### src/rtl/flash_pe_pkg.sv
package flash_pe_pkg;

  localparam logic [31:0] UNLOCK_WORD_A = 32'h4567_0123;
  localparam logic [31:0] UNLOCK_WORD_B = 32'hCDEF_89AB;

  // register offsets (byte address bits [3:2])
  localparam logic [1:0] REG_KEY  = 2'd0;
  localparam logic [1:0] REG_CTRL = 2'd1;
  localparam logic [1:0] REG_ADDR = 2'd2;
  localparam logic [1:0] REG_STAT = 2'd3;

  // control and status bit positions
  localparam int CB_PROG  = 0;
  localparam int CB_PAGE  = 1;
  localparam int CB_MASS  = 2;
  localparam int CB_START = 6;
  localparam int CB_LOCK  = 7;
  localparam int SB_PGERR = 2;
  localparam int SB_WPERR = 4;
  localparam int SB_EOP   = 5;

  typedef enum logic [1:0] {KS_LOCKED, KS_HALF, KS_OPEN, KS_FROZEN} key_state_e;
  typedef enum logic [1:0] {OP_PROG, OP_PAGE, OP_MASS, OP_NONE} op_kind_e;

  function automatic logic cell_blank(input logic [15:0] v);
    return v == 16'hFFFF;
  endfunction

  function automatic int unsigned page_of_index(input int unsigned idx, input int unsigned page_log2);
    return idx >> page_log2;
  endfunction

  // does an erase of the given kind clear cell idx
  function automatic logic erase_covers(input op_kind_e kind, input int unsigned idx,
                                        input int unsigned page, input int unsigned page_log2,
                                        input int unsigned user_cells);
    case (kind)
      OP_MASS: return idx < user_cells;
      OP_PAGE: return page_of_index(idx, page_log2) == page;
      default: return 1'b0;
    endcase
  endfunction

endpackage

### src/rtl/flash_pe_keyseq.sv
module flash_pe_keyseq
  import flash_pe_pkg::*;
(
  input  logic        clk,
  input  logic        rst_n,
  input  logic        key_wr,
  input  logic [31:0] key_val,
  input  logic        relock,
  output logic        unlocked,
  output logic        key_fail
);
  key_state_e st;

  always_comb begin
    key_fail = key_wr && ((st == KS_LOCKED && key_val != UNLOCK_WORD_A) ||
                          (st == KS_HALF   && key_val != UNLOCK_WORD_B));
    unlocked = (st == KS_OPEN);
  end

  always_ff @(posedge clk) begin
    if (!rst_n) st <= KS_LOCKED;
    else begin
      case (st)
        KS_LOCKED: if (key_wr) st <= (key_val == UNLOCK_WORD_A) ? KS_HALF : KS_FROZEN;
        KS_HALF:   if (key_wr) st <= (key_val == UNLOCK_WORD_B) ? KS_OPEN : KS_FROZEN;
        KS_OPEN:   if (relock) st <= KS_LOCKED;
        default:   st <= st;
      endcase
    end
  end
endmodule

### src/rtl/flash_pe_timer.sv
module flash_pe_timer
  import flash_pe_pkg::*;
#(
  parameter int PROG_CYC  = 4,
  parameter int ERASE_CYC = 12
)(
  input  logic     clk,
  input  logic     rst_n,
  input  logic     launch,
  input  op_kind_e kind_in,
  output logic     busy,
  output logic     done,
  output op_kind_e kind_q
);
  localparam int CNT_W = $clog2(((PROG_CYC > ERASE_CYC) ? PROG_CYC : ERASE_CYC) + 1);
  localparam logic [CNT_W-1:0] PROG_LOAD  = CNT_W'(PROG_CYC - 1);
  localparam logic [CNT_W-1:0] ERASE_LOAD = CNT_W'(ERASE_CYC - 1);

  logic [CNT_W-1:0] cnt;

  assign done = busy && (cnt == '0);

  always_ff @(posedge clk) begin
    if (!rst_n) begin
      busy   <= 1'b0;
      cnt    <= '0;
      kind_q <= OP_NONE;
    end else if (launch) begin
      busy   <= 1'b1;
      cnt    <= (kind_in == OP_PROG) ? PROG_LOAD : ERASE_LOAD;
      kind_q <= kind_in;
    end else if (done) begin
      busy   <= 1'b0;
      kind_q <= OP_NONE;
    end else if (busy) begin
      cnt <= cnt - 1'b1;
    end
  end
endmodule

### src/rtl/flash_pe_array.sv
module flash_pe_array
  import flash_pe_pkg::*;
#(
  parameter int PAGE_LOG2  = 3,
  parameter int USER_PAGES = 7,
  parameter int DEPTH      = 64,
  parameter int IDX_W      = 6
)(
  input  logic             clk,
  input  logic             rst_n,
  input  logic             wr_en,
  input  logic [IDX_W-1:0] wr_idx,
  input  logic [15:0]      wr_data,
  input  logic             erase_en,
  input  op_kind_e         erase_kind,
  input  logic [31:0]      erase_page,
  input  logic [IDX_W-1:0] rd_idx,
  output logic [15:0]      rd_data,
  input  logic [IDX_W-1:0] chk_idx,
  output logic [15:0]      chk_data
);
  localparam int USER_CELLS = USER_PAGES << PAGE_LOG2;

  logic [15:0] cells [DEPTH];

  always_comb begin
    rd_data  = (32'(rd_idx)  < DEPTH) ? cells[rd_idx]  : 16'hFFFF;
    chk_data = (32'(chk_idx) < DEPTH) ? cells[chk_idx] : 16'hFFFF;
  end

  always_ff @(posedge clk) begin
    for (int i = 0; i < DEPTH; i++) begin
      if (!rst_n)
        cells[i] <= 16'hFFFF;
      else if (wr_en && 32'(wr_idx) == i)
        cells[i] <= wr_data;
      else if (erase_en && erase_covers(erase_kind, i, erase_page, PAGE_LOG2, USER_CELLS))
        cells[i] <= 16'hFFFF;
    end
  end
endmodule

### src/rtl/flash_pe_ctrl.sv
module flash_pe_ctrl
  import flash_pe_pkg::*;
#(
  parameter  int USER_PAGES = 7,
  parameter  int PAGE_LOG2  = 3,
  parameter  int PROG_CYC   = 4,
  parameter  int ERASE_CYC  = 12,
  localparam int PAGE_CELLS = 1 << PAGE_LOG2,
  localparam int DEPTH      = (USER_PAGES + 1) * PAGE_CELLS,
  localparam int IDX_W      = $clog2(DEPTH),
  localparam int ADDR_W     = (IDX_W + 1 > 4) ? IDX_W + 1 : 4
)(
  input  logic              clk,
  input  logic              rst_n,
  input  logic              bus_valid,
  input  logic              bus_write,
  input  logic              bus_space,
  input  logic [ADDR_W-1:0] bus_addr,
  input  logic [31:0]       bus_wdata,
  output logic [31:0]       bus_rdata
);
  // named internal events
  logic unlocked, key_fail, busy, op_done, op_launch;
  logic prog_try, prog_reject, prog_accept, erase_launch, launch_is_prog;
  logic reg_wr, fl_wr, ctrl_hit, ctrl_wr_ok, relock, in_range;
  op_kind_e launch_kind, run_kind;

  logic pg_q, per_q, mer_q, start_q;
  logic pgerr_q, wperr_q, eop_q;
  logic [ADDR_W-1:0] addr_q;
  logic [IDX_W-1:0]  prog_idx_q, bus_idx;
  logic [15:0]       prog_data_q, rd_cell, chk_cell;
  logic [1:0]        reg_off;
  logic [7:0]        ctrl_view;
  logic [31:0]       reg_view, erase_page;

  always_comb begin
    reg_wr   = bus_valid && bus_write && !bus_space;
    fl_wr    = bus_valid && bus_write &&  bus_space;
    reg_off  = bus_addr[3:2];
    bus_idx  = bus_addr[IDX_W:1];
    in_range = 32'(bus_idx) < DEPTH;

    ctrl_hit     = reg_wr && reg_off == REG_CTRL;
    ctrl_wr_ok   = ctrl_hit && unlocked && !busy;
    relock       = ctrl_wr_ok && bus_wdata[CB_LOCK];
    erase_launch = ctrl_wr_ok && !bus_wdata[CB_LOCK] && bus_wdata[CB_START] &&
                   (bus_wdata[CB_PAGE] || bus_wdata[CB_MASS]);

    prog_try    = fl_wr && unlocked && pg_q && !busy && !bus_addr[0] && in_range;
    prog_reject = prog_try && !cell_blank(chk_cell);
    prog_accept = prog_try &&  cell_blank(chk_cell);

    op_launch      = prog_accept || erase_launch;
    launch_kind    = prog_accept ? OP_PROG : (bus_wdata[CB_PAGE] ? OP_PAGE : OP_MASS);
    launch_is_prog = launch_kind == OP_PROG;
    erase_page     = page_of_index(32'(addr_q[IDX_W:1]), PAGE_LOG2);
  end

  flash_pe_keyseq u_keys (
    .clk(clk), .rst_n(rst_n),
    .key_wr(reg_wr && reg_off == REG_KEY), .key_val(bus_wdata),
    .relock(relock), .unlocked(unlocked), .key_fail(key_fail)
  );

  flash_pe_timer #(.PROG_CYC(PROG_CYC), .ERASE_CYC(ERASE_CYC)) u_timer (
    .clk(clk), .rst_n(rst_n), .launch(op_launch), .kind_in(launch_kind),
    .busy(busy), .done(op_done), .kind_q(run_kind)
  );

  flash_pe_array #(.PAGE_LOG2(PAGE_LOG2), .USER_PAGES(USER_PAGES), .DEPTH(DEPTH), .IDX_W(IDX_W)) u_array (
    .clk(clk), .rst_n(rst_n),
    .wr_en(op_done && run_kind == OP_PROG), .wr_idx(prog_idx_q), .wr_data(prog_data_q),
    .erase_en(op_done && run_kind != OP_PROG), .erase_kind(run_kind), .erase_page(erase_page),
    .rd_idx(bus_idx), .rd_data(rd_cell), .chk_idx(bus_idx), .chk_data(chk_cell)
  );

  // control register
  always_ff @(posedge clk) begin
    if (!rst_n) begin
      {pg_q, per_q, mer_q, start_q} <= '0;
    end else begin
      if (op_done) start_q <= 1'b0;
      if (ctrl_wr_ok) begin
        if (bus_wdata[CB_LOCK]) begin
          {pg_q, per_q, mer_q, start_q} <= '0;
        end else begin
          pg_q    <= bus_wdata[CB_PROG];
          per_q   <= bus_wdata[CB_PAGE];
          mer_q   <= bus_wdata[CB_MASS];
          start_q <= erase_launch;
        end
      end
    end
  end

  // erase address and latched program target
  always_ff @(posedge clk) begin
    if (!rst_n) begin
      addr_q      <= '0;
      prog_idx_q  <= '0;
      prog_data_q <= '0;
    end else begin
      if (reg_wr && reg_off == REG_ADDR && unlocked && !busy) addr_q <= bus_wdata[ADDR_W-1:0];
      if (prog_accept) begin
        prog_idx_q  <= bus_idx;
        prog_data_q <= bus_wdata[15:0];
      end
    end
  end

  // sticky status flags, cleared by writing one; a new event wins
  logic stat_clr;
  assign stat_clr = reg_wr && reg_off == REG_STAT;

  always_ff @(posedge clk) begin
    if (!rst_n) begin
      {pgerr_q, wperr_q, eop_q} <= '0;
    end else begin
      pgerr_q <= prog_reject || (pgerr_q && !(stat_clr && bus_wdata[SB_PGERR]));
      wperr_q <= key_fail    || (wperr_q && !(stat_clr && bus_wdata[SB_WPERR]));
      eop_q   <= op_done     || (eop_q   && !(stat_clr && bus_wdata[SB_EOP]));
    end
  end

  always_comb begin
    ctrl_view = {!unlocked, start_q, 3'b000, mer_q, per_q, pg_q};
    case (reg_off)
      REG_CTRL: reg_view = {24'h0, ctrl_view};
      REG_ADDR: reg_view = 32'(addr_q);
      REG_STAT: reg_view = {26'h0, eop_q, wperr_q, 1'b0, pgerr_q, 1'b0, busy};
      default:  reg_view = '0;
    endcase
  end

  always_ff @(posedge clk) begin
    if (!rst_n) bus_rdata <= '0;
    else if (bus_valid && !bus_write) bus_rdata <= bus_space ? {16'h0, rd_cell} : reg_view;
  end
endmodule

### config.mk
export PLATFORM = sky130hd
export DESIGN_NAME = flash_pe_ctrl
export DESIGN_NICKNAME = d
export VERILOG_FILES = /design/src/rtl/flash_pe_pkg.sv /design/src/rtl/flash_pe_keyseq.sv /design/src/rtl/flash_pe_timer.sv /design/src/rtl/flash_pe_array.sv /design/src/rtl/flash_pe_ctrl.sv
export SDC_FILE = /design/constraint.sdc
export NUM_CORES = 2
export LEC_CHECK = 0
export BUFFER_PORTS_ARGS = -buffer_cell sky130_fd_sc_hd__buf_2
export CORE_UTILIZATION = 65
export DETAILED_ROUTE_END_ITERATION = 10
export PLACE_DENSITY = 0.83
export RECOVER_POWER = 50
export SLEW_MARGIN = 25
export SYNTH_ARGS = -nofsm -noshare
export SYNTH_HDL_FRONTEND = slang
export SYNTH_SLANG_ARGS = --single-unit
### constraint.sdc
create_clock -name clk -period 7.6 [get_ports clk]
set_input_delay 1.52 -clock clk [delete_from_list [all_inputs] [get_ports clk]]
set_output_delay 1.52 -clock clk [all_outputs]
set_load 0.01 [all_outputs]
; ---- Word-level counts from Yosys, hierarchy flattened
; Memory sizes are Yosys's and may differ from the RTL's.
; Cells that the tools add are included.
; Widths: inputs -> output; s select.
[classes]
mul = 0
div_mod_pow = 0
muxes = 736
bitwise = 128
n_eq_ne = 86
reduce_logical = 192
shifts = 0
n_lt_le_gt_ge = 0
add_sub_neg = 1
[ops]
columns = cell, count
row1 = $mux 16, 128
row2 = $mux 1, 586
row3 = $eq 6x6->1 const B, 32
row4 = $logic_and 1x1->1, 162
row5 = $or 1x1->1, 128
row6 = $eq 6x5->1 const B, 16
row7 = $eq 6x4->1 const B, 8
row8 = $eq 32x31->1 const B, 1
row9 = $eq 32x32->1 const B, 1
row10 = $logic_not 32->1, 1
row11 = $mux 32, 1
row12 = $ne 32x31->1 const B, 1
row13 = $ne 32x32->1 const B, 1
row14 = $eq 6x3->1 const B, 4
row15 = $pmux 8 s3, 1
row16 = $eq 16x16->1 const B, 1
row17 = $mux 2, 8
row18 = $mux 4, 4
row19 = $pmux 1 s2, 7
row20 = $eq 3x3->1 const A, 4
row21 = $eq 6x2->1 const B, 2
row22 = $logic_not 1->1, 10
row23 = $eq 2x2->1 const B, 4
row24 = $logic_not 2->1, 4
row25 = 14 further kinds, 28
[totals]
output_inout_bits = 32
regBits = 77
n_memories = 1
latch_bits = 0
mem_bits_ro = 0
in_bits = 44
mem_bits_rw = 1024
[memory_table]
columns = memory, depth, width, read_ports, rd_clocked_by_memory_dff, wr, line_no
row1 = u_array.cells, 64, 16, 1, 0, 64, flash_pe_array.sv:24  ; logic [15:0] cells [DEPTH];

; ---- Logic depth before layout (Yosys ltp)
[depth]
depth_word = 12
ltp_mapped = 15
depth_no_buf = 10

; ---- By module
; A second synthesis with hierarchy kept.
[unflattened]
hier_cells = 4034
hier_area_um2 = 58404.8
[by_module_without_submodules]
columns = module, cells_each, area_per_inst_um2, n_inst
row1 = flash_pe_array, 3669, 55201.7, 1
row2 = flash_pe_ctrl, 290, 2531.2, 1
row3 = flash_pe_timer, 41, 361.6, 1
row4 = flash_pe_keyseq, 34, 310.3, 1

; ---- Worst setup path before layout
; Ideal clock, no wire load.
[synth_path]
path_type = input -> register
from = input bus_addr[2]
to = register u_timer.busy
setup_slack_ps = 3683
arrival_time_ps = 3795
t_required_ps = 7478
cell_stages = 10
n_path_buf = 3
path_cell_list = buf_6 > buf_12 > mux4_2 > mux4_2 > and2_0 > o21a_1 > nor4b_2 > and4_4 > buf_8 > o311a_1
[synth_via]
elab_chain_len = 9
[synth_lines]
columns = element, line_no
row1 = "start, declared", flash_pe_ctrl.sv:18  ; input logic [ADDR_W-1:0] bus_addr,
row2 = "parallel branches: the longest is 7 deep, another holds $mem_v2 64x16", --
row3 = $logic_or 1x1->1 *, flash_pe_ctrl.sv:54  ; op_launch = prog_accept || erase_launch;
row4 = $mux 1 / $reduce_bool 2->1 (equally long branches), --
row5 = "end signal, assigned", flash_pe_timer.sv:25  ; busy <= 1'b0;
row6 = "end signal, assigned", flash_pe_timer.sv:29  ; busy <= 1'b1;
row7 = "end signal, assigned", flash_pe_timer.sv:33  ; busy <= 1'b0;
row8 = "end, declared", flash_pe_timer.sv:11  ; output logic busy,
; Mark *: on every way between the ends.
; A chain may end at the register's enable or synchronous reset.

==> key figures <==
Run status
  • Status: finished with violations
  • Failing checks: capacitance limit, slew limit

Clocking
  • Post_cts resized: 0
  • TritonCTS clock tree: built
  • H-tree levels: 3
  • Clock latency on the worst-skew pair: 0.69 ns
  • Hold Buf Count CTS: 0
  • Clock slew at reported path FFs: 0.06 ns
  • Clk sink count: 1,085
  • TritonCTS Buffers: 108
  • CTS Buffer Depth: 3
  • Post-CTS Setup Inserts: 0
  • Clk root buf: clkbuf_16

Place
  • Hpwl dp: 85,600 um
  • Dpl cells: 4,506
  • RePlAce Congestion: 0.995
  • Cell Area, Placed: 51,400 um2
  • Port-buffer cells: 59
  • Setup WS pre-CTS: 1.76 ns

Die
  • Placeable Area: 77,500 um2
  • Die area: 79,500 um2
  • Chip Width: 282 um
  • Initial Util: 0.658
  • I/O pin count: 76
  • Die Span Y: 282 um
  • Rows: 102

Routing
  • DR iter-0 viols: 6,094
  • DRT Pass-1 Iters: 7
  • Final Routed Wirelength: 152,000 um
  • Post-route ant nets: 0
  • DRC errors left: 0
  • DR vias: 35,100
  • Vias/cell: 7.46
  • Avg WL per Cell: 32.2 um

Logic synthesis
  • Yosys reg bits: 1,085
  • Top FF cell, synth: edfxtp_1
  • Synth warn: 0
  • Seq/Total Area, Yosys: 0.627
  • EDFF count, synth: 1,024
  • Post-Synthesis Cells: 3,769
  • Ys async rst share: 0
  • Synth Cell Area: 51,000 um2
  • Syn Area/Cell: 13.5 um2
  • Post-synth cell types: 80

Timing
  • Max-slew headroom at the worst pin: -1.88
  • Tmin final: 6.45 ns
  • Slew @ Worst Pin: 4.33 ns
  • Clk_skew: 0.0463 ns
  • Final Cycle Share: 0.849
  • RSZ-0062 raised after global routing: no
  • Fin. Hold Viols: 0
  • # setup viols final: 0
  • Setup TNS: 0 ns
  • Final Max Tran Viols: 704
  • Fmax: 155 MHz
  • Final worst setup slack: 1.15 ns

Worst setup path
  • CP Max Fanout: 68
  • Worst Path Arrival: 6.83 ns
  • CP max-delay cell: clkbuf_1
  • Cell Chain, Critical Path: inv_1 > ha_1 > nand2_1 > nor3_1 > nand2_1 > nor3b_1 > nand3_2 > clkbuf_1 > o21ai_0 > buf_4
  • Crit start category: flop
  • Crit end category: flop
  • Most numerous cell on the critical path: nand2_1
  • Crit Path Class: reg -> reg
  • Largest stage delay, worst path: 2.93 ns
  • Worst endpoint required time: 7.98 ns

GRT
  • Total Routing Usage GR: 0.384
  • Routing usage on met2: 0.566
  • Number of global-route vias before repair: 33,300
  • GR Layer Usage met3: 0.112
  • Gr ovfl total: 0
  • Initial antenna violation count: 9
  • GRT met1 Usage: 0.515
  • Global-route wire length before repair: 221,000 um
  • Largest net degree at the start of global routing: 137
  • Gr busiest metal: met2

Pwr
  • Max IR drop VDD: 0.276 mV
  • Pwr Density: 233 nW/um2
  • P_leak: 14.4 nW
  • Total power: 12.8 mW

Finish
  • P&R area growth vs syn: 7.39%
  • Final nets: 3,630
  • FF+latch area: 32,000 um2
  • Most common cell after layout, fill and taps aside: or3_1
  • Commonest cells after routing, fill and taps aside: 1,030 x or3_1, 1,024 x edfxtp_1, 179 x mux2i_1
  • Final instance area: 54,700 um2
  • Multi-input logic area: 16,700 um2
  • Fin cells: 4,705
  • Fillers: 4,962
  • Share of layout cells above drive strength 1: 0.142

Min path
  • Worst Hold Class: reg -> reg

Job
  • Maxcap violations: 15
==> cell type report <==
class / instances / share of cell area
clock inverters: 62 / 0.0128
diodes: 2 / 0.0000914
repair buffers: 189 / 0.0222
flip-flops and latches: 1085 / 0.584
well taps: 1040 / 0.0238
inverters: 14 / 0.000983
clock buffers: 132 / 0.0514
multi-input cells: 2181 / 0.304
==> path summary, 6_finish.rpt <==
check / startpoint / end / slack (ns) / depth (start not counted)
max: u_timer.cnt[0] / u_array.cells[46][11] / 1.15 / 10
max reg2reg: u_timer.cnt[0] / u_array.cells[46][11] / 1.15 / 10
min reg2reg: bus_rdata[10] / bus_rdata[10] / 0.46 / 2
min: bus_rdata[10] / bus_rdata[10] / 0.46 / 2
==> registers in the layout (all words and copies together) (netlist names) <==
name / cells
pgerr_q: 1
u_timer.kind_q: 2
mer_q: 1
eop_q: 1
start_q: 1
addr_q: 7
pg_q: 1
u_timer.cnt: 4
per_q: 1
wperr_q: 1
bus_rdata: 16
prog_idx_q: 6
u_timer.busy: 1
u_array.cells: 1024
prog_data_q: 16
u_keys.st: 2
==> cells in the mapped netlist (10+ instances only) <==
cell | instances | area, um2
o31a_1 | 12 | 105
o21ai_0 | 100 | 500
or3_1 | 1030 | 6440
a221o_1 | 18 | 180
dfxtp_1 | 61 | 1220
nor3_1 | 10 | 50.1
nor2b_1 | 14 | 87.6
nand2b_1 | 11 | 68.8
mux4_2 | 135 | 3040
nand3_1 | 29 | 145
nor2_1 | 74 | 278
nand3b_1 | 11 | 82.6
buf_6 | 26 | 293
buf_4 | 42 | 315
inv_1 | 12 | 45.0
edfxtp_1 | 1024 | 30700
mux2i_1 | 179 | 1790
a31oi_1 | 18 | 113
o22ai_1 | 34 | 213
nand2_1 | 148 | 556
o221ai_1 | 22 | 193
mux2_2 | 40 | 450
a21oi_1 | 54 | 270
buf_2 | 39 | 195
clkbuf_1 | 383 | 1440
a22oi_1 | 19 | 143
a221oi_1 | 68 | 596
==> kinds of logic after synthesis <==
group | Yosys count | share of synthesized area
muxes | 356 | 0.104
DFF | 1085 | 0.627
and+or+nand+nor | 1379 | 0.159
other | 1 | 0.0000736
adders and majority gates | 7 | 0.00172
buffers and inverters | 518 | 0.0493
AOI/OAI and AO/OA | 421 | 0.0585
xor gates and xnor gates | 2 | 0.000344
==> where the power goes <==
group	total [mW]	switching, mW	internal [mW]
clock	5.34	2.27	3.07
sequential	6.62	0.0295	6.59
combinational	0.792	0.566	0.226
total	12.8	2.86	9.89
==> metrics by stage <==
step | util | hold WS, ns
after floorplan | - | 0.450
after global placement | 0.663 | 0.439
after detailed placement | 0.663 | 0.444
after CTS | 0.708 | 0.453
after global routing | 0.707 | 0.490
final | 0.707 | 0.459
==> routing by layer <==
layer	vias up	part of all wire	wire [um]
met3	638	0.15	23300
met1	17100	0.34	51100
met2	3116	0.44	67100
met5	-	0.00026	40
li1	14200	-	-
met4	6	0.065	9910
==> worst max-delay path, delay by kind of cell (launching register included) <==
kind / cells / cell delay [ns]
AND/OR/NAND/NOR: 5 / 0.56
buffers and inverters: 3 / 3.52
flip-flops: 1 / 0.37
AO/OA/AOI/OAI: 1 / 1.28
adder cells (fa/ha/maj): 1 / 0.22
Note: power is estimated with default switching activity, not from simulation.
